## config.mk

```make
export PLATFORM = sky130hd
export DESIGN_NAME = otp_ctrl
export DESIGN_NICKNAME = d
export VERILOG_FILES = /design/src/rtl/otp_pkg.sv /design/src/rtl/otp_port_arb.sv /design/src/rtl/otp_guard.sv /design/src/rtl/otp_cells.sv /design/src/rtl/otp_ctrl.sv
export SDC_FILE = /design/constraint.sdc
export NUM_CORES = 1
export LEC_CHECK = 0
export BUFFER_PORTS_ARGS = -buffer_cell sky130_fd_sc_hd__buf_2
export CORE_ASPECT_RATIO = 0.7
export CORE_MARGIN = 8
export CORE_UTILIZATION = 58
export DETAILED_ROUTE_END_ITERATION = 8
export PLACE_DENSITY = 0.75
export SLEW_MARGIN = 20
export SYNTH_ARGS = -nofsm -noshare
export SYNTH_HDL_FRONTEND = slang
export SYNTH_SLANG_ARGS = --single-unit
```

## constraint.sdc

```tcl
create_clock -name clk -period 3.85 [get_ports clk]
set_input_delay 0.385 -clock clk [delete_from_list [all_inputs] [get_ports clk]]
set_output_delay 0.385 -clock clk [all_outputs]
set_load 0.01 [all_outputs]
```

## src/rtl/otp_pkg.sv

```systemverilog
package otp_pkg;

  typedef enum logic [1:0] {
    OP_IDLE = 2'd0,
    OP_PROG = 2'd1,
    OP_LOCK = 2'd2
  } otp_op_e;

  typedef enum logic {
    SRC_CPU = 1'b0,
    SRC_TST = 1'b1
  } otp_src_e;

  // lock outranks write inside one port
  function automatic otp_op_e decode_op(input logic wr, input logic lk);
    if (lk)      return OP_LOCK;
    else if (wr) return OP_PROG;
    else         return OP_IDLE;
  endfunction

endpackage

```

## src/rtl/otp_port_arb.sv

```systemverilog
module otp_port_arb
  import otp_pkg::*;
#(
  parameter int AW = 5,
  parameter int DW = 8
) (
  input  logic          clk,
  input  logic          rst_n,
  input  logic          cpu_wr,
  input  logic          cpu_lock,
  input  logic [AW-1:0] cpu_addr,
  input  logic [DW-1:0] cpu_data,
  input  logic          tst_wr,
  input  logic          tst_lock,
  input  logic [AW-1:0] tst_addr,
  input  logic [DW-1:0] tst_data,
  output otp_op_e       sel_op,
  output otp_src_e      sel_src,
  output logic [AW-1:0] sel_addr,
  output logic [DW-1:0] sel_data,
  output logic          cpu_bumped
);

  otp_op_e cpu_op;
  otp_op_e tst_op;

  always_comb begin
    cpu_op     = decode_op(cpu_wr, cpu_lock);
    tst_op     = decode_op(tst_wr, tst_lock);
    cpu_bumped = 1'b0;
    if (tst_op != OP_IDLE) begin
      sel_op     = tst_op;
      sel_src    = SRC_TST;
      sel_addr   = tst_addr;
      sel_data   = tst_data;
      cpu_bumped = (cpu_op != OP_IDLE);
    end else begin
      sel_op   = cpu_op;
      sel_src  = SRC_CPU;
      sel_addr = cpu_addr;
      sel_data = cpu_data;
    end
  end

  // simultaneous requests hand the cycle to the test port
  a_r8_test_port_wins: assert property (@(posedge clk) disable iff (!rst_n)
    ((tst_wr || tst_lock) && (cpu_wr || cpu_lock)) |-> (sel_src == SRC_TST && cpu_bumped));

endmodule

```

## src/rtl/otp_guard.sv

```systemverilog
module otp_guard
  import otp_pkg::*;
#(
  parameter int AW     = 5,
  parameter int DEPTH  = 32,
  parameter int N_RSVD = 2
) (
  input  logic          clk,
  input  logic          rst_n,
  input  otp_op_e       op,
  input  otp_src_e      src,
  input  logic [AW-1:0] addr,
  input  logic          locked,
  input  logic          target_used,
  output logic          accept_prog,
  output logic          accept_lock,
  output logic          reject
);

  localparam logic [AW:0] RSVD_BASE = (AW+1)'(DEPTH - N_RSVD);

  logic rsvd_hit;

  always_comb begin
    rsvd_hit    = ({1'b0, addr} >= RSVD_BASE);
    accept_prog = 1'b0;
    accept_lock = 1'b0;
    reject      = 1'b0;
    unique case (op)
      OP_PROG: begin
        if (locked || target_used || (src == SRC_CPU && rsvd_hit)) reject = 1'b1;
        else                                                       accept_prog = 1'b1;
      end
      OP_LOCK: begin
        if (locked) reject = 1'b1;
        else        accept_lock = 1'b1;
      end
      default: ;
    endcase
  end

  // the CPU never programs the identification bytes
  a_r7_cpu_rsvd_blocked: assert property (@(posedge clk) disable iff (!rst_n)
    (op == OP_PROG && src == SRC_CPU && addr >= AW'(DEPTH - N_RSVD)) |-> !accept_prog);

  // nothing is accepted while the lock is set
  a_r6_locked_refuses: assert property (@(posedge clk) disable iff (!rst_n)
    locked |-> !(accept_prog || accept_lock));

endmodule

```

## src/rtl/otp_cells.sv

```systemverilog
module otp_cells #(
  parameter int AW    = 5,
  parameter int DW    = 8,
  parameter int DEPTH = 32
) (
  input  logic          clk,
  input  logic          rst_n,
  input  logic          prog_en,
  input  logic [AW-1:0] prog_addr,
  input  logic [DW-1:0] prog_data,
  input  logic          lock_set,
  input  logic [AW-1:0] rd_addr,
  output logic [DW-1:0] rd_data,
  output logic          rd_used,
  output logic          tgt_used,
  output logic          locked
);

  logic [DEPTH-1:0][DW-1:0] mem_q;
  logic [DEPTH-1:0]         used_q;
  logic [DEPTH-1:0]         byte_we;
  logic [DEPTH-1:0]         used_d;
  logic                     lock_q;
  logic                     lock_d;

  for (genvar i = 0; i < DEPTH; i++) begin : g_byte
    always_comb begin
      byte_we[i] = prog_en && (prog_addr == AW'(i));
      used_d[i]  = used_q[i] | (byte_we[i] & (|prog_data));
    end

    always_ff @(posedge clk or negedge rst_n) begin
      if (!rst_n) begin
        mem_q[i]  <= '0;
        used_q[i] <= 1'b0;
      end else if (byte_we[i]) begin
        mem_q[i]  <= prog_data;
        used_q[i] <= used_d[i];
      end
    end

    // a byte holding a programmed bit never changes again
    a_r3_frozen_byte: assert property (@(posedge clk) disable iff (!rst_n)
      used_q[i] |=> $stable(mem_q[i]));
  end

  always_comb lock_d = lock_q | lock_set;

  always_ff @(posedge clk or negedge rst_n) begin
    if (!rst_n)        lock_q <= 1'b0;
    else if (lock_set) lock_q <= lock_d;
  end

  always_comb begin
    rd_data  = mem_q[rd_addr];
    rd_used  = used_q[rd_addr];
    tgt_used = used_q[prog_addr];
    locked   = lock_q;
  end

  // the lock never falls while reset is released
  a_r5_lock_holds: assert property (@(posedge clk) disable iff (!rst_n)
    lock_q |=> lock_q);

  // a locked array keeps all contents
  a_r6_locked_contents: assert property (@(posedge clk) disable iff (!rst_n)
    lock_q |=> ($stable(mem_q) && $stable(used_q)));

endmodule

```

## src/rtl/otp_ctrl.sv

```systemverilog
module otp_ctrl
  import otp_pkg::*;
#(
  parameter int DEPTH  = 32,
  parameter int DW     = 8,
  parameter int N_RSVD = 2,
  localparam int AW    = $clog2(DEPTH)
) (
  input  logic          clk,
  input  logic          rst_n,
  input  logic          cpu_wr,
  input  logic          cpu_lock,
  input  logic [AW-1:0] cpu_addr,
  input  logic [DW-1:0] cpu_data,
  input  logic          tst_wr,
  input  logic          tst_lock,
  input  logic [AW-1:0] tst_addr,
  input  logic [DW-1:0] tst_data,
  input  logic          stat_rd,
  input  logic [AW-1:0] rd_addr,
  output logic [DW-1:0] rd_data,
  output logic          rd_used,
  output logic          err_flag,
  output logic          locked
);

  otp_op_e       sel_op;
  otp_src_e      sel_src;
  logic [AW-1:0] sel_addr;
  logic [DW-1:0] sel_data;
  logic          cpu_bumped;
  logic          accept_prog;
  logic          accept_lock;
  logic          guard_reject;
  logic          tgt_used;
  logic          any_reject;
  logic          err_q;
  logic          err_d;
  logic          err_en;

  otp_port_arb #(.AW(AW), .DW(DW)) u_arb (
    .clk        (clk),
    .rst_n      (rst_n),
    .cpu_wr     (cpu_wr),
    .cpu_lock   (cpu_lock),
    .cpu_addr   (cpu_addr),
    .cpu_data   (cpu_data),
    .tst_wr     (tst_wr),
    .tst_lock   (tst_lock),
    .tst_addr   (tst_addr),
    .tst_data   (tst_data),
    .sel_op     (sel_op),
    .sel_src    (sel_src),
    .sel_addr   (sel_addr),
    .sel_data   (sel_data),
    .cpu_bumped (cpu_bumped)
  );

  otp_guard #(.AW(AW), .DEPTH(DEPTH), .N_RSVD(N_RSVD)) u_guard (
    .clk         (clk),
    .rst_n       (rst_n),
    .op          (sel_op),
    .src         (sel_src),
    .addr        (sel_addr),
    .locked      (locked),
    .target_used (tgt_used),
    .accept_prog (accept_prog),
    .accept_lock (accept_lock),
    .reject      (guard_reject)
  );

  otp_cells #(.AW(AW), .DW(DW), .DEPTH(DEPTH)) u_cells (
    .clk       (clk),
    .rst_n     (rst_n),
    .prog_en   (accept_prog),
    .prog_addr (sel_addr),
    .prog_data (sel_data),
    .lock_set  (accept_lock),
    .rd_addr   (rd_addr),
    .rd_data   (rd_data),
    .rd_used   (rd_used),
    .tgt_used  (tgt_used),
    .locked    (locked)
  );

  // sticky error: a new rejection outranks the clearing strobe
  always_comb begin
    any_reject = guard_reject | cpu_bumped;
    err_en     = any_reject | stat_rd;
    err_d      = any_reject;
  end

  always_ff @(posedge clk or negedge rst_n) begin
    if (!rst_n)      err_q <= 1'b0;
    else if (err_en) err_q <= err_d;
  end

  always_comb err_flag = err_q;

  // every rejection leaves the flag raised
  a_r9_err_raised: assert property (@(posedge clk) disable iff (!rst_n)
    any_reject |=> err_flag);

  // a quiet strobe clears the flag
  a_r9_err_cleared: assert property (@(posedge clk) disable iff (!rst_n)
    (stat_rd && !any_reject) |=> !err_flag);

  // accepted writes land in storage
  a_r2_write_lands: assert property (@(posedge clk) disable iff (!rst_n)
    (accept_prog && rd_addr == sel_addr && $stable(rd_addr)) |=> (rd_data == $past(sel_data)));

endmodule

```

==> impl_results.md, run 1 <==
- Most common library cell in the layout ignoring fill and taps: dfrtp_1
- Placed Area: ~0.015 mm²
- Final Hold Fails: 0
- Overall power: 6.30 mW
- Slew at the pin with the worst max-slew slack: 0.882 ns
- H-tree depth: 1
- DR vias: 8425
- Worst Skew: 0.00920 ns
- Final GP Congestion: 0.866
- Hold crit path type: primary input to register
- Die Y: ~150 µm
- Async SR Flop Fraction: 1.00
- Leakage power: between 7 and 8 nW
- Slew Limit Fails: 0
- Initial DRC Count: about 630
- R2R Path Start: u_cells.used_q[22]$_DFFE_PN0P_
- Slew Limit Headroom: 0.412
- Post-CTS Setup Repair Bufs: 0
- Sequential share of power: 0.487
- Status: complete, no violations
- Drt pass-1 iters: 5
- Sw Share: 0.230
- WP data required: 3.46 ns
- Maximum Capacitance Violations: 0
- GRT Util Overall: 0.227
- Pre-CTS setup slack: 0.396 ns
- Ant diodes: 0
- Initial core utilization: 0.592
- Internal Pwr Total: 4.85 mW
- Final WS setup: ~0.89 ns
- Critical path capture point type: output port
- DRT antenna net count: 0
- Final min period: 2.96 ns
- Yosys warns: 0
- Achievable frequency: between 0.3 and 0.4 GHz
- Final setup vio count: 0
- Total gr overflow: 0
- Netlist Area Pre-Place: between 0.01 and 0.015 mm²
- Core area: 0.0237 mm²
- CTS resizes: 0
- Combinational power share: 0.067
- Post-layout util: 0.657
- Post-DP HPWL: roughly 22000 µm
- Root buffer cell: clkbuf_16
- Syn Nets: 976
- Vias in the first global route: 8644
- Commonest cells after routing, fill and taps aside: 290 x dfrtp_1, 251 x mux2_2, 90 x mux4_2
- Top FF cell, synth: dfrtp_1
- Cells after Synth: 936
- Global-route wire length before repair: roughly 52000 µm
- Final period utilization: 0.769
- Worst Setup SP: rd_addr[0]
- Filler instances: 1662
- Synth top area cells: dfrtp_1 52%, mux2_2 20%, mux4_2 14%
- RSZ-0062 raised after global routing: no
- Die Wd: 202 µm
- Worst-Skew Late Latency: 0.53 ns
- Layout net count: 1007
- CP Data Arrival Time: between 2 and 3 ns
- Peak supply drop: 0.305 mV
- Share of cells above drive strength 1: 0.512
- CP Class: primary input to output port
- Clock sink total: 290
- Area grow syn2layout: 11.0%
- Area leader, netlist: dfrtp_1
- Setup tns final: 0 ns
- Clk pwr share: 0.446
- CP max FO: 28
- # DRC: 0
- Synth Register Bits: just under 300
- CTS Buffer Depth: 3
- Port bufs: 48
- Initial antenna violation count: 0
- Reg2reg setup slack: approximately 1.1 ns
- # IOs: 49
- Row count: 47
- CTS buffer count: 27
- WL per Instance: around 25 µm
- Largest net degree at the start of global routing: 114
- TritonCTS clock tree: yes
- Seq/Total Area, Yosys: 0.517
- P_sw: between 1 and 1.5 mW
- EDFF count, synth: 0
- Die area: 0.0295 mm²
- Avg Inst Size Synth: 15.0 µm²
- Launching element type of the critical path: primary input
- Post-Route WL: 33200 µm
- Pwr/cell area: 405 mW/mm²
- CTS clock-pin slew for the worst setup and hold paths: 0.07 ns
- Final Cell Area: around 0.016 mm²
- Vias per cell: 6.46
- Hold_sp: stat_rd
- Share of the synthesized area in the top cell type: 0.517
- Synth cell types: 52
## registers in the layout (all words and copies together), names as in the netlist
signal / count
u_cells.mem_q: 256
err_flag: 1
u_cells.locked: 1
u_cells.used_q: 32
## power groups by stage
stage	sequential (mW)	combinational, mW	clock, mW
after global placement	3.12	0.415	0
after CTS	3.07	0.424	2.86
after global routing	3.06	0.458	2.99
after detailed placement	3.12	0.420	0
after floorplan	3.12	0.227	0
final	3.07	0.421	2.81
## through the flow
stage / hold slack, ns / std cells
CTS: 0.208 / 1304
global route: 0.264 / 1304
finish: 0.228 / 1304
global placement: 0.471 / 1255
detailed placement: 0.472 / 1255
floorplan: 0.0894 / 936
## logic make-up after synthesis
| group | after synthesis | synth area share |
|---|---|---|
| muxes | 359 | 0.364 |
| DFF | 290 | 0.517 |
| adders and majority gates | 2 | 0.00178 |
| and+or+nand+nor | 127 | 0.0511 |
| buffers and inverters | 81 | 0.0257 |
| AOI/OAI and AO/OA | 77 | 0.0403 |
## synth_stat cells, types with 6 or more instances
| master | count |
|---|---|
| nand2_2 | 11 |
| o21bai_1 | 24 |
| a21oi_1 | 12 |
| mux2_1 | 6 |
| mux4_2 | 90 |
| inv_1 | 8 |
| and2_1 | 7 |
| dfrtp_1 | 290 |
| a21o_1 | 9 |
| nand2_1 | 56 |
| or2_2 | 9 |
| mux2_2 | 251 |
| clkbuf_1 | 41 |
| buf_1 | 8 |
| buf_2 | 18 |
| mux2_4 | 9 |
| nor3b_1 | 12 |
## routing by layer
layer  share of wire  vias up  routed length (µm)  GRT usage
met5               0        -                   0          0
met4           0.030        0                1010     0.0696
met2            0.45      306               14900      0.329
li1                -     3576                   -          -
met1            0.45     4481               14800      0.341
met3           0.076       62                2530     0.0462
## final cells by class
class	count	area [µm²]	share of cell area
Clock buffer	31	711	0.0457
Clock inverter	17	220	0.0142
Inverter	8	30.0	0.00193
Multi-Input combinational cell	565	6410	0.412
Sequential cell	290	7260	0.466
Tap cell	318	398	0.0256
Timing Repair Buffer	75	536	0.0344
## what timing repair did
action                                  CTS  global route
endpoints found under the hold margin    57             0
hold buffers                              1             0
endpoints found under the setup margin    0             0
## critical path, stage by stage
cell and delay (ns):
buf_4 0.29, buf_12 0.29, mux4_2 0.59, mux4_2 0.55, mux2_2 0.29, buf_2 0.14
## path summary, 6_finish.rpt
path                                             endpoint  depth (start not counted)
min in group asynchronous  u_cells.mem_q[229]$_DFFE_PN0P_                          2
max reg2reg                u_cells.mem_q[182]$_DFFE_PN0P_                          6
max in group asynchronous   u_cells.mem_q[27]$_DFFE_PN0P_                          3
max                                            rd_data[2]                          6
min                                  err_flag$_DFFE_PN0P_                          3
min reg2reg                u_cells.mem_q[137]$_DFFE_PN0P_                          1
(Power assumes the default switching activity.)
==> inputs of run 2 (changes only) <==
--- a/config.mk
+++ b/config.mk
@@ -8,9 +8,9 @@
 export BUFFER_PORTS_ARGS = -buffer_cell sky130_fd_sc_hd__buf_2
 export CORE_ASPECT_RATIO = 0.7
 export CORE_MARGIN = 8
-export CORE_UTILIZATION = 58
+export CORE_UTILIZATION = 56
 export DETAILED_ROUTE_END_ITERATION = 8
-export PLACE_DENSITY = 0.75
+export PLACE_DENSITY = 0.76
 export SLEW_MARGIN = 20
 export SYNTH_ARGS = -nofsm -noshare
 export SYNTH_HDL_FRONTEND = slang
==> constraint.sdc (replaced) <==
create_clock -name clk -period 2.5 [get_ports clk]
set_input_delay 0.25 -clock clk [delete_from_list [all_inputs] [get_ports clk]]
set_output_delay 0.25 -clock clk [all_outputs]
set_load 0.01 [all_outputs]
==> impl_results.md, run 2 (synthesized netlist as in run 1, its figures left out) <==
- Initial antenna violation count: 0
- Slew Limit Headroom: 0.503
- Commonest cells after routing, fill and taps aside: 290 x dfrtp_1, 242 x mux2_2, 90 x mux4_2
- Core area: 0.0246 mm²
- Largest register FFs: approximately 260
- Smallest hold slack: around 0.10 ns
- Final setup vio count: 9
- H-tree depth: 1
- Hold crit path type: primary input to register
- Die area: about 0.030 mm²
- Initial core utilization: 0.570
- Worst Skew: 0.00747 ns
- TritonCTS clock tree: yes
- Final WS setup: -0.191 ns
- Status: finished with violations
- Failing checks: negative setup slack
- Initial DRC Count: 788
- RSZ-0062 raised after global routing: yes
- CTS Buffer Depth: 3
- CTS buffer count: 28
- CTS clock-pin slew for the worst setup and hold paths: 0.06 ns
- Port bufs: 48
- CP max FO: 2
- Most flop-heavy register: u_cells.mem_q
- DR vias: 8925
- Final Hold Fails: 0
- Pwr/cell area: ~600 mW/mm²
- Sequential share of power: 0.472
- Post-DP HPWL: 23700 µm
- Post-layout util: 0.680
- Slew Limit Fails: 0
- P_sw: 2.33 mW
- Global-route wire length before repair: between 50000 and 60000 µm
- Vias in the first global route: 9272
- Worst-Skew Late Latency: 0.55 ns
- Post-Route WL: 35600 µm
- Maximum Capacitance Violations: 0
- WP data required: 2.25 ns
- Combinational power share: 0.077
- Sw Share: 0.233
- Clk pwr share: 0.452
- R2R Path Start: u_cells.used_q[20]$_DFFE_PN0P_
- Row count: 48
- Achievable frequency: around 0.37 GHz
- CP Data Arrival Time: 2.44 ns
- DRT antenna net count: 0
- Worst Setup SP: u_cells.mem_q[27]$_DFFE_PN0P_
- Most common library cell in the layout ignoring fill and taps: dfrtp_1
- # DRC: 0
- Setup tns final: -1.38 ns
- Drt pass-1 iters: 5
- # IOs: 49
- Root buffer cell: clkbuf_16
- Final min period: 2.69 ns
- Largest net degree at the start of global routing: 74
- Hold_sp: stat_rd
- Area grow syn2layout: 19.4%
- Vias per cell: between 6 and 7
- CP Class: register to output port
- Internal Pwr Total: ~7.7 mW
- FF/Latch Area: 0.00726 mm²
- Pre-CTS setup slack: -0.800 ns
- Multi-input gate area: 0.00649 mm²
- Critical path capture point type: output port
- Peak supply drop: 0.487 mV
- Die Wd: 205 µm
- Filler instances: 1687
- WL per Instance: ~25 µm
- Top flop regs: u_cells.mem_q (256), u_cells.used_q (32)
- Leakage power: 8.22 nW
- Clock sink total: 290
- GRT Util Overall: 0.237
- Final period utilization: 1.08
- Share of cells above drive strength 1: 0.554
- Total gr overflow: 0
- Final GP Congestion: 0.888
- Layout net count: 1094
- Launching element type of the critical path: register
- Die Y: 148 µm
- Slew at the pin with the worst max-slew slack: 0.744 ns
run 2: per-stage QoR:
stage | instances | power (mW) | area (µm²)
2_1_floorplan | 936 | 5.16 | 14000
5_1_grt | 1400 | 10.3 | 16700
3_5_place_dp | 1342 | 5.56 | 15500
3_3_place_gp | 1342 | 5.55 | 15500
6_report | 1401 | 10.0 | 16700
4_1_cts | 1397 | 10.1 | 16600
run 2: what timing repair did:
| item | CTS | global route |
|---|---|---|
| buffers inserted | 3 | 3 |
| pin swaps | 0 | 3 |
| endpoints found under the setup margin | 33 | 78 |
| cloned | 0 | 0 |
| resized for setup | 14 | 15 |
| hold buffers | 1 | 0 |
| endpoints found under the hold margin | 67 | 0 |
run 2: worst paths after layout:
kind	endpoint	slack, ns	depth (start not counted)
max	rd_data[3]	-0.19	4
max reg2reg	u_cells.mem_q[139]$_DFFE_PN0P_	0.06	6
max in group asynchronous	u_cells.used_q[25]$_DFFE_PN0P_	1.42	3
min in group asynchronous	u_cells.used_q[19]$_DFFE_PN0P_	0.28	2
min reg2reg	u_cells.used_q[9]$_DFFE_PN0P_	0.49	1
min	err_flag$_DFFE_PN0P_	0.10	3
run 2: area by class of cell:
type,instances,share of cell area
antenna,1,0.000149
timing repair buffer,161,0.0928
inverter,8,0.00179
clock inverter,9,0.00837
clock buffer,42,0.0516
tap,325,0.0243
sequential,290,0.433
multi-input combinational,565,0.388
run 2: power by group through the flow:
| stage | Combinational [mW] | Clock, mW | Sequential (mW) |
|---|---|---|---|
| 6_report | 0.767 | 4.53 | 4.72 |
| 5_1_grt | 0.828 | 4.75 | 4.72 |
| 4_1_cts | 0.763 | 4.59 | 4.72 |
| 3_5_place_dp | 0.755 | 0 | 4.81 |
| 3_3_place_gp | 0.743 | 0 | 4.81 |
| 2_1_floorplan | 0.353 | 0 | 4.81 |
run 2: metal layers:
metal / GRT usage / share of wire
met1: 0.362 / 0.45
met2: 0.345 / 0.44
met4: 0.0663 / 0.025
met3: 0.0426 / 0.082
met5: 0 / 0
run 2: worst max-delay path: stages (launching register included):
cell and delay [ns]:
dfrtp_1 0.38, mux4_2 0.55, mux4_2 0.53, mux2_4 0.30
buf_6 0.13
==> inputs of run 3 (changes only) <==
--- a/config.mk
+++ b/config.mk
@@ -6,11 +6,15 @@
 export NUM_CORES = 1
 export LEC_CHECK = 0
 export BUFFER_PORTS_ARGS = -buffer_cell sky130_fd_sc_hd__buf_2
+export CELL_PAD_IN_SITES_DETAIL_PLACEMENT = 0
+export CELL_PAD_IN_SITES_GLOBAL_PLACEMENT = 2
 export CORE_ASPECT_RATIO = 0.7
 export CORE_MARGIN = 8
-export CORE_UTILIZATION = 56
+export CORE_UTILIZATION = 42
 export DETAILED_ROUTE_END_ITERATION = 8
-export PLACE_DENSITY = 0.76
+export HOLD_SLACK_MARGIN = 0.15
+export PLACE_DENSITY_LB_ADDON = 0.1
+export REMOVE_ABC_BUFFERS = 1
 export SLEW_MARGIN = 20
 export SYNTH_ARGS = -nofsm -noshare
 export SYNTH_HDL_FRONTEND = slang
==> impl_results.md, run 3 (synthesized netlist as in run 1, its figures left out) <==
- Setup tns final: -5.12 ns
- Sw Share: 0.241
- CTS clock-pin slew for the worst setup and hold paths: 0.06 ns
- Combinational power share: 0.077
- Post-layout util: 0.520
- Clock sink total: 290
- Post-DP HPWL: 26500 µm
- Status: finished with violations
- Most flop-heavy register: u_cells.mem_q
- Die Wd: 234 µm
- Most common library cell in the layout ignoring fill and taps: dfrtp_1
- Layout net count: 1128
- CTS buffer count: 31
- Top flop regs: u_cells.mem_q (256), u_cells.used_q (32)
- DRT antenna net count: 0
- Initial antenna violation count: 0
- DR vias: 8755
- Hold depth: 6
- Drt pass-1 iters: 5
- Area grow syn2layout: 23.1%
- TritonCTS clock tree: yes
- Row count: 56
- Worst-Skew Late Latency: 0.58 ns
- Largest register FFs: 256
- WP data required: about 2.3 ns
- Global-route wire length before repair: 60100 µm
- Vias per cell: around 5.7
- Peak supply drop: 0.455 mV
- Failing checks: negative setup slack
- Total gr overflow: 0
- Final Hold Fails: 0
- P_sw: roughly 2.5 mW
- Pwr/cell area: 590 mW/mm²
- Launching element type of the critical path: register
- Achievable frequency: 0.371 GHz
- Hold crit path type: primary input to register
- Leakage power: 8.48 nW
- # IOs: 49
- Sequential share of power: 0.464
- Final GP Congestion: 0.883
- Commonest cells after routing, fill and taps aside: 290 x dfrtp_1, 242 x mux2_2, 104 x buf_4
- CTS Buffer Depth: 3
- Placed insts: 1472
- Clk pwr share: 0.459
- Reg2reg path depth: 8
- Critical path capture point type: output port
- RSZ-0062 raised after global routing: yes
- Final WS setup: -0.198 ns
- Internal Pwr Total: 7.73 mW
- Die Y: 169 µm
- Final setup vio count: 57
- Initial core utilization: 0.422
- Slew Limit Fails: 0
- Port bufs: 48
- Finished Layout Cells: 1548
- Ant diodes: 0
- # DRC: 0
- CP Class: register to output port
- Final min period: 2.70 ns
- Vias in the first global route: 9581
- Worst Skew: 0.0224 ns
- H-tree depth: 1
- GRT Util Overall: 0.200
- Largest net degree at the start of global routing: 84
- Share of cells above drive strength 1: 0.568
- Maximum Capacitance Violations: 0
- Slew at the pin with the worst max-slew slack: approximately 0.78 ns
- Initial DRC Count: 648
- CP Data Arrival Time: 2.45 ns
- Die area: 0.0396 mm²
- Core area: 0.0332 mm²
- Root buffer cell: clkbuf_16
- WL per Instance: 25.1 µm
- Post-Route WL: roughly 39000 µm
- Final period utilization: 1.08
- Slew Limit Headroom: 0.480
- CP max FO: 2
## run 3: cell count changes in the layout (fill, tap and decap cells not counted), sizes merged
cell         previous run  this run
buf                   160       187
clkinv                  3         9
clkbuf                 42        46
dlygate4sd3             1         4
bufinv                  3         1
clkinvlp                2         1
diode                   1         0
inv                     9        10
## run 3: path summary, 6_finish.rpt
check                                                from                              to  slack (ns)
max                        u_cells.mem_q[216]$_DFFE_PN0P_                      rd_data[0]       -0.20
min                                              cpu_lock            err_flag$_DFFE_PN0P_        0.27
min in group asynchronous                           rst_n  u_cells.mem_q[134]$_DFFE_PN0P_        0.28
max reg2reg                u_cells.used_q[20]$_DFFE_PN0P_  u_cells.mem_q[140]$_DFFE_PN0P_       -0.11
min reg2reg                u_cells.mem_q[146]$_DFFE_PN0P_  u_cells.mem_q[146]$_DFFE_PN0P_        0.50
max in group asynchronous                           rst_n  u_cells.mem_q[126]$_DFFE_PN0P_        1.46
## run 3: stage by stage
step	power [mW]	instance area, µm²	hold WS, ns	worst slack [ns]
2_1_floorplan	5.07	13700	-0.0456	-0.685
3_3_place_gp	5.57	15900	0.297	-0.436
3_5_place_dp	5.59	15900	0.308	-0.442
4_1_cts	10.3	17100	0.244	-0.227
5_1_grt	10.6	17300	0.304	-0.259
6_report	10.2	17300	0.275	-0.198
## run 3: cell type report
cell class	instances	area, µm²
Fill cell	2768	16000
Sequential cell	290	7260
Multi-Input combinational cell	565	6500
Timing Repair Buffer	192	1870
Clock buffer	45	938
Tap cell	435	544
Clock inverter	13	118
Inverter	8	30.0
## run 3: critical path, stage by stage (launching register included)
cell and delay, ns:
dfrtp_1 0.38, mux4_2 0.53, mux4_2 0.53, mux2_4 0.30, buf_6 0.12
## run 3: power by group through the flow
| stage | clock network (mW) | registers [mW] | logic (mW) |
|---|---|---|---|
| detailed placement | 0 | 4.81 | 0.778 |
| CTS | 4.80 | 4.72 | 0.790 |
| global placement | 0 | 4.81 | 0.758 |
| finish | 4.67 | 4.73 | 0.788 |
| global route | 5.01 | 4.72 | 0.856 |
| floorplan | 0 | 4.81 | 0.260 |
## run 3: timing repair
action / 4_1_cts / 5_1_grt
gates resized for setup: 20 / 12
hold buffers: 4 / 0
cloned: 0 / 1
setup buffers: 5 / 8
endpoints found under the setup margin: 9 / 45
pin swaps: 1 / 5
hold endpoints to repair: 78 / 0
## run 3: per-layer routing
layer  wire (µm)  global-route usage  vias to the layer above
met2       17300               0.303                      185
met4         865              0.0448                        0
met3        1480              0.0308                       50
li1            -                   -                     3819
met5           0                   0                        -
met1       19200               0.300                     4701
